**config.mk**
```make
export PLATFORM = sky130hd
export DESIGN_NAME = rst_sequencer
export DESIGN_NICKNAME = d
export VERILOG_FILES = /design/src/rtl/rsq_pkg.sv /design/src/rtl/rsq_pin_filter.sv /design/src/rtl/rsq_pwrup_timer.sv /design/src/rtl/rsq_cause_flags.sv /design/src/rtl/rst_sequencer.sv
export SDC_FILE = /design/constraint.sdc
export NUM_CORES = 1
export LEC_CHECK = 0
export CORE_ASPECT_RATIO = 0.5
export CORE_MARGIN = 4
export CORE_UTILIZATION = 47
export DETAILED_ROUTE_END_ITERATION = 10
export GPL_TIMING_DRIVEN = 1
export PLACE_DENSITY = 0.74
export SYNTH_ARGS = -nofsm -noshare
export SYNTH_HDL_FRONTEND = slang
export SYNTH_SLANG_ARGS = --single-unit
```
**constraint.sdc**
```tcl
create_clock -name clk_i -period 2.1 [get_ports clk_i]
set_input_delay 0.42 -clock clk_i [delete_from_list [all_inputs] [get_ports clk_i]]
set_output_delay 0.42 -clock clk_i [all_outputs]
set_load 0.02 [all_outputs]
```
**src/rtl/rsq_pkg.sv**
```systemverilog
package rsq_pkg;
  localparam int FLAG_W = 8;

  localparam int F_COLD_N  = 0;
  localparam int F_BROWN_N = 1;
  localparam int F_SWR_N   = 2;
  localparam int F_PIN_N   = 3;
  localparam int F_TO_N    = 4;
  localparam int F_PD_N    = 5;
  localparam int F_OVF     = 6;
  localparam int F_UNF     = 7;

  localparam logic [FLAG_W-1:0] FLAG_POR = 8'h3C;

  typedef struct packed {
    logic cold;
    logic brown;
    logic swr;
    logic pin;
    logic wdt;
    logic ovf;
    logic unf;
  } rsq_evt_t;
endpackage

```
**src/rtl/rsq_pin_filter.sv**
```systemverilog
module rsq_pin_filter #(
  parameter int SYNC_STAGES = 2,
  parameter int FILT_LEN    = 8
) (
  input  logic clk_i,
  input  logic rst_ni,
  input  logic pin_n_i,
  output logic pin_sync_o,
  output logic pin_low_o
);
  localparam int CNT_W = (FILT_LEN > 2) ? $clog2(FILT_LEN) : 1;
  localparam logic [CNT_W-1:0] CNT_MAX = CNT_W'(FILT_LEN - 1);

  logic [SYNC_STAGES-1:0] sync_q;
  logic [CNT_W-1:0]       cnt_q;
  logic                   low_q;

  for (genvar i = 0; i < SYNC_STAGES; i++) begin : g_sync
    if (i == 0) begin : g_first
      always_ff @(posedge clk_i or negedge rst_ni)
        if (!rst_ni) sync_q[i] <= 1'b1;
        else         sync_q[i] <= pin_n_i;
    end else begin : g_next
      always_ff @(posedge clk_i or negedge rst_ni)
        if (!rst_ni) sync_q[i] <= 1'b1;
        else         sync_q[i] <= sync_q[i-1];
    end
  end

  assign pin_sync_o = sync_q[SYNC_STAGES-1];

  // assert after FILT_LEN consecutive low samples, release on the first high
  always_ff @(posedge clk_i or negedge rst_ni) begin
    if (!rst_ni) begin
      cnt_q <= '0;
      low_q <= 1'b0;
    end else if (pin_sync_o) begin
      cnt_q <= '0;
      low_q <= 1'b0;
    end else if (cnt_q == CNT_MAX) begin
      low_q <= 1'b1;
    end else begin
      cnt_q <= cnt_q + 1'b1;
    end
  end

  assign pin_low_o = low_q;
endmodule

```
**src/rtl/rsq_pwrup_timer.sv**
```systemverilog
module rsq_pwrup_timer #(
  parameter int PWRT_CYCLES = 1024
) (
  input  logic clk_i,
  input  logic rst_ni,
  input  logic cold_i,
  input  logic enable_i,
  output logic done_o
);
  localparam int CNT_W = $clog2(PWRT_CYCLES) + 1;
  localparam logic [CNT_W-1:0] CNT_LAST = CNT_W'(PWRT_CYCLES - 1);

  logic [CNT_W-1:0] cnt_q;
  logic             done_q;

  always_ff @(posedge clk_i or negedge rst_ni) begin
    if (!rst_ni) begin
      cnt_q  <= '0;
      done_q <= 1'b0;
    end else if (cold_i) begin
      cnt_q  <= '0;
      done_q <= 1'b0;
    end else if (!done_q) begin
      if (!enable_i || cnt_q == CNT_LAST) done_q <= 1'b1;
      else                                cnt_q  <= cnt_q + 1'b1;
    end
  end

  assign done_o = done_q;
endmodule

```
**src/rtl/rsq_cause_flags.sv**
```systemverilog
module rsq_cause_flags
  import rsq_pkg::*;
(
  input  logic              clk_i,
  input  logic              rst_ni,
  input  rsq_evt_t          evt_i,
  input  logic              we_i,
  input  logic [FLAG_W-1:0] wdata_i,
  output logic [FLAG_W-1:0] flags_o
);
  logic [FLAG_W-1:0] flags_q, flags_d;

  always_comb begin
    flags_d = we_i ? wdata_i : flags_q;
    if (evt_i.cold)  flags_d = FLAG_POR;
    if (evt_i.brown) flags_d[F_BROWN_N] = 1'b0;
    if (evt_i.swr)   flags_d[F_SWR_N]   = 1'b0;
    if (evt_i.pin)   flags_d[F_PIN_N]   = 1'b0;
    if (evt_i.wdt) begin
      flags_d[F_TO_N] = 1'b0;
      flags_d[F_PD_N] = 1'b1;
    end
    if (evt_i.ovf)   flags_d[F_OVF]     = 1'b1;
    if (evt_i.unf)   flags_d[F_UNF]     = 1'b1;
  end

  always_ff @(posedge clk_i or negedge rst_ni)
    if (!rst_ni) flags_q <= FLAG_POR;
    else         flags_q <= flags_d;

  assign flags_o = flags_q;
endmodule

```
**src/rtl/rst_sequencer.sv**
```systemverilog
module rst_sequencer
  import rsq_pkg::*;
#(
  parameter int SYNC_STAGES = 2,
  parameter int FILT_LEN    = 8,
  parameter int PWRT_CYCLES = 1024
) (
  input  logic              clk_i,
  input  logic              rst_ni,
  input  logic              por_i,
  input  logic              bor_i,
  input  logic              prog_exit_i,
  input  logic              osc_ready_i,
  input  logic              pin_n_i,
  input  logic              cfg_pin_en_i,
  input  logic              cfg_lvp_i,
  input  logic              cfg_pwrt_en_i,
  input  logic              cfg_stk_rst_en_i,
  input  logic              wdt_timeout_i,
  input  logic              sw_reset_i,
  input  logic              stk_ovf_i,
  input  logic              stk_unf_i,
  input  logic              flags_we_i,
  input  logic [FLAG_W-1:0] flags_wdata_i,
  output logic              core_rst_o,
  output logic [FLAG_W-1:0] flags_o,
  output logic              pin_is_gpio_o
);
  logic     pin_func_en, pin_sync, pin_low, pin_hold;
  logic     cold, stk_ovf_hit, stk_unf_hit, warm;
  logic     pwrt_done, hold_d, core_rst_q;
  rsq_evt_t evt;

  assign pin_func_en   = cfg_pin_en_i | cfg_lvp_i;
  assign pin_is_gpio_o = ~pin_func_en;

  rsq_pin_filter #(
    .SYNC_STAGES (SYNC_STAGES),
    .FILT_LEN    (FILT_LEN)
  ) u_pin_filter (
    .clk_i      (clk_i),
    .rst_ni     (rst_ni),
    .pin_n_i    (pin_n_i),
    .pin_sync_o (pin_sync),
    .pin_low_o  (pin_low)
  );

  // unfiltered release so a long hold ends on the pin edge
  assign pin_hold = pin_func_en & pin_low & ~pin_sync;

  assign cold        = por_i | bor_i | prog_exit_i;
  assign stk_ovf_hit = cfg_stk_rst_en_i & stk_ovf_i;
  assign stk_unf_hit = cfg_stk_rst_en_i & stk_unf_i;
  assign warm        = wdt_timeout_i | sw_reset_i | stk_ovf_hit | stk_unf_hit;

  rsq_pwrup_timer #(
    .PWRT_CYCLES (PWRT_CYCLES)
  ) u_pwrup_timer (
    .clk_i    (clk_i),
    .rst_ni   (rst_ni),
    .cold_i   (cold),
    .enable_i (cfg_pwrt_en_i),
    .done_o   (pwrt_done)
  );

  assign hold_d = cold | warm | ~pwrt_done | ~osc_ready_i | pin_hold;

  always_ff @(posedge clk_i or negedge rst_ni)
    if (!rst_ni) core_rst_q <= 1'b1;
    else         core_rst_q <= hold_d;

  assign core_rst_o = core_rst_q;

  always_comb begin
    evt.cold  = por_i | prog_exit_i;
    evt.brown = bor_i;
    evt.swr   = sw_reset_i;
    evt.pin   = pin_hold;
    evt.wdt   = wdt_timeout_i;
    evt.ovf   = stk_ovf_hit;
    evt.unf   = stk_unf_hit;
  end

  rsq_cause_flags u_cause_flags (
    .clk_i   (clk_i),
    .rst_ni  (rst_ni),
    .evt_i   (evt),
    .we_i    (flags_we_i),
    .wdata_i (flags_wdata_i),
    .flags_o (flags_o)
  );
endmodule

```
==> impl_metrics.tcl <==
set metrics [dict create \
    status "finished, final reports clean" \
    area_delta_synth_final_pct 33.0 \
    fmax_mhz 503 \
    fin_nets 180 \
    die_h_um 45.3 \
    core_area_um2 2640 \
    syn_area_um2 1310 \
    worstHoldPathType "reg2reg" \
    crit_required_ns 1.68 \
    path_buf_inv 2 \
    min_period_over_period_pct 94.7 \
    fin_crit_ns 1.99 \
    io_pins 34 \
    seqPwrFrac_pct 55.6 \
    clock_skew_ns 0.00643 \
    slowest_stage "clkdlybuf4s50_1" \
    layout-drive-gt1-share_pct 15.1 \
    p_sw_uw 234 \
    port_buffers 33 \
    cts_hold_buf 0 \
    drtPass1Iterations 4 \
    timing.rr.start "u_pwrup_timer.cnt_q[0]$_DFFE_PN0P_" \
    grt.overflow.total 0 \
    crit_type "in2out" \
    final.setup.tns_ns 0 \
    gp_congestion 0.764 \
    drc 0 \
    cp_cell_sequence "clkdlybuf4s50_1 -> nor2_1 -> clkdlybuf4s50_1" \
    cts_tree "built" \
    nFillCells 218 \
    cts.root.buffer_cell "clkbuf_8" \
    path_clk_slew_ns 0.10 \
    ir_worst_vdd_mv 0.299 \
    synth_ff_type "dfrtp_1" \
    start_util_pct 49.7 \
    synth_fp_nets 141 \
    dp_hpwl_um 2000 \
    timing.final.ws_setup_ns 0.111 \
    place_ws_ns 0.0948 \
    cts_resized 0 \
    power_uw 988 \
    worstSkewPairLatency_ns 0.28 \
    hold_viol_final 0 \
    die_w_um 82.7 \
    worstPathMaxFanout 2 \
    tightest_slew_ns 0.401 \
    clkPwrFrac_pct 30.5 \
    yosysSeqAreaShare_pct 52.2 \
    slew_viol_final 0 \
    cts_setup_buffers 0 \
    setup_viol 0 \
    internal_power_uw 753 \
    combPwrFrac_pct 13.9 \
    rows 13 \
    grt_usage_pct 15.5 \
    synth_edf_count 0 \
    reg2reg_setup_slack_ns 0.47 \
    cp-end-kind "primary output" \
    vias_per_cell 5.37 \
    drt_iter0_markers 13 \
    wirelength_um 2660 \
    avgSynthCellArea_um2 11.5 \
    swShare_pct 23.7 \
    start_kind "input port" \
    seq_area_um2 684 \
    p_leak_uw 0.000750 \
    grt_antenna_before_repair 0 \
    synth_top_area_share_pct 38.2 \
    arrival_ns 1.57 \
    htreeDepth 1 \
    crit_start "cfg_lvp_i" \
    rsz0062_at_grt "no" \
    synth_top_cell_by_area "dfrtp_1" \
    numCtsBuffers 3 \
    grt_max_degree 28 \
    ys_ff_latch 27 \
    cellPowerDensity_nw_per_um2 567 \
    ys_warn_count 0 \
    cap_viol_max_count 0 \
    crit_top_cell "clkdlybuf4s50_1" \
    grt_pass1_vias 975 \
    maxSlewHeadroom_pct 73.2 \
    min_from "u_pin_filter.sync_q[0]$_DFF_PN1_" \
    slowest_delay_ns 0.62 \
    netlist_instances 114 \
    clk_path_buf_depth 2 \
    multi_input_area_um2 606 \
    vias 1014 \
    cts.sinks 27 \
    whs_ns 0.362 \
    crit_family "buffers and inverters" \
    ant_nets 0 \
    wire_per_inst_um 14.1 \
    synth_area_leaders "dfrtp_1 (38%), dfstp_2 (14%), mux2i_1 (6.9%), nor2_1 (3.4%), a21oi_1 (3.1%)" \
    grt_pass1_wl_um 4330 \
    synth_cell_types 41 \
    insertedDiodeCount 0 \
    die_area_um2 3750 \
    ys_async_sr_fraction_pct 100 \
]
[cells in the final DEF, fill, tap and decap left out, types with 2 or more instances in the layout]
cell type	netlist	routed
nor2_1	12	12
nor3_1	4	4
buf_4	0	3
nand3_1	4	4
mux2i_1	9	9
xor2_1	2	2
clkbuf_8	0	3
dfrtp_1	20	20
nand2_1	8	8
mux2_2	2	2
clkdlybuf4s50_1	0	33
dfstp_2	7	7
a21oi_1	8	8
a22o_1	2	2
a31o_1	2	2
ha_1	3	3
o21ai_0	4	4
[area by class of cell]
class,count,share of cell area [%]
Sequential cell,27,39.3
Multi-Input combinational cell,84,34.8
Timing Repair Buffer,36,20.3
Tap cell,37,2.66
Clock buffer,3,2.37
Clock inverter,1,0.431
Inverter,1,0.216
[cell families after synthesis]
kind of cell | count (synthesis) | share of synthesized area, %
adders and majority gates | 3 | 2.87
buffers and inverters | 3 | 1.53
AOI/OAI and AO/OA | 25 | 13.6
and+or+nand+nor | 43 | 19.9
muxes | 11 | 8.60
DFF | 27 | 52.2
xor gates and xnor gates | 2 | 1.34
[Yosys cell counts, drive strengths merged, types with 2 or more instances]
master,instances
a31o,2
a21oi,8
o21ai,4
ha,3
a22o,2
dfrtp,20
nand4,2
dfstp,7
nand2,8
or3,2
nor3,5
buf,2
xor2,2
nand3,4
mux2,2
nor2,12
o31ai,2
mux2i,9
[power by group through the flow]
stage | sequential (uW) | combinational (uW) | clock, uW
detailed placement | 559 | 139 | 0
CTS | 550 | 139 | 314
global route | 552 | 150 | 331
finish | 549 | 137 | 302
global placement | 559 | 136 | 0
floorplan | 568 | 44.6 | 0
[per-layer routing]
layer  GRT usage, %  wire, um  up-vias
li1               -         -      504
met1           19.5      1200      483
met2           27.7      1300       27
met3           3.59       166        0
met4           3.26         0        0
met5              0         0        -
[path summary, 6_finish.rpt]
path,end,cells past startpoint
worst max-delay path,pin_is_gpio_o,3
worst min-delay path,u_pin_filter.pin_sync_o$_DFF_PN1_,0
worst max register to register,u_pwrup_timer.cnt_q[5]$_DFFE_PN0P_,5
worst min register to register,u_pin_filter.pin_sync_o$_DFF_PN1_,0
max in group asynchronous,u_pin_filter.sync_q[0]$_DFF_PN1_,2
min in group asynchronous,u_pin_filter.cnt_q[0]$_DFFE_PN0P_,2
[registers in the layout (all words and copies together), names as in the netlist]
name                     flops
u_pin_filter.pin_low_o       1
u_pwrup_timer.done_o         1
u_pwrup_timer.cnt_q         11
u_pin_filter.pin_sync_o      1
u_pin_filter.sync_q          1
u_pin_filter.cnt_q           3
core_rst_o                   1
u_cause_flags.flags_o        8
[through the flow]
step,instance area (um2),util (%),cells
after floorplan,1310,-,114
after global placement,1690,64.2,185
after detailed placement,1690,64.2,185
after CTS,1740,66.1,189
after global routing,1740,66.1,189
final,1740,66.1,189
Note: power is estimated with default switching activity, not from simulation.
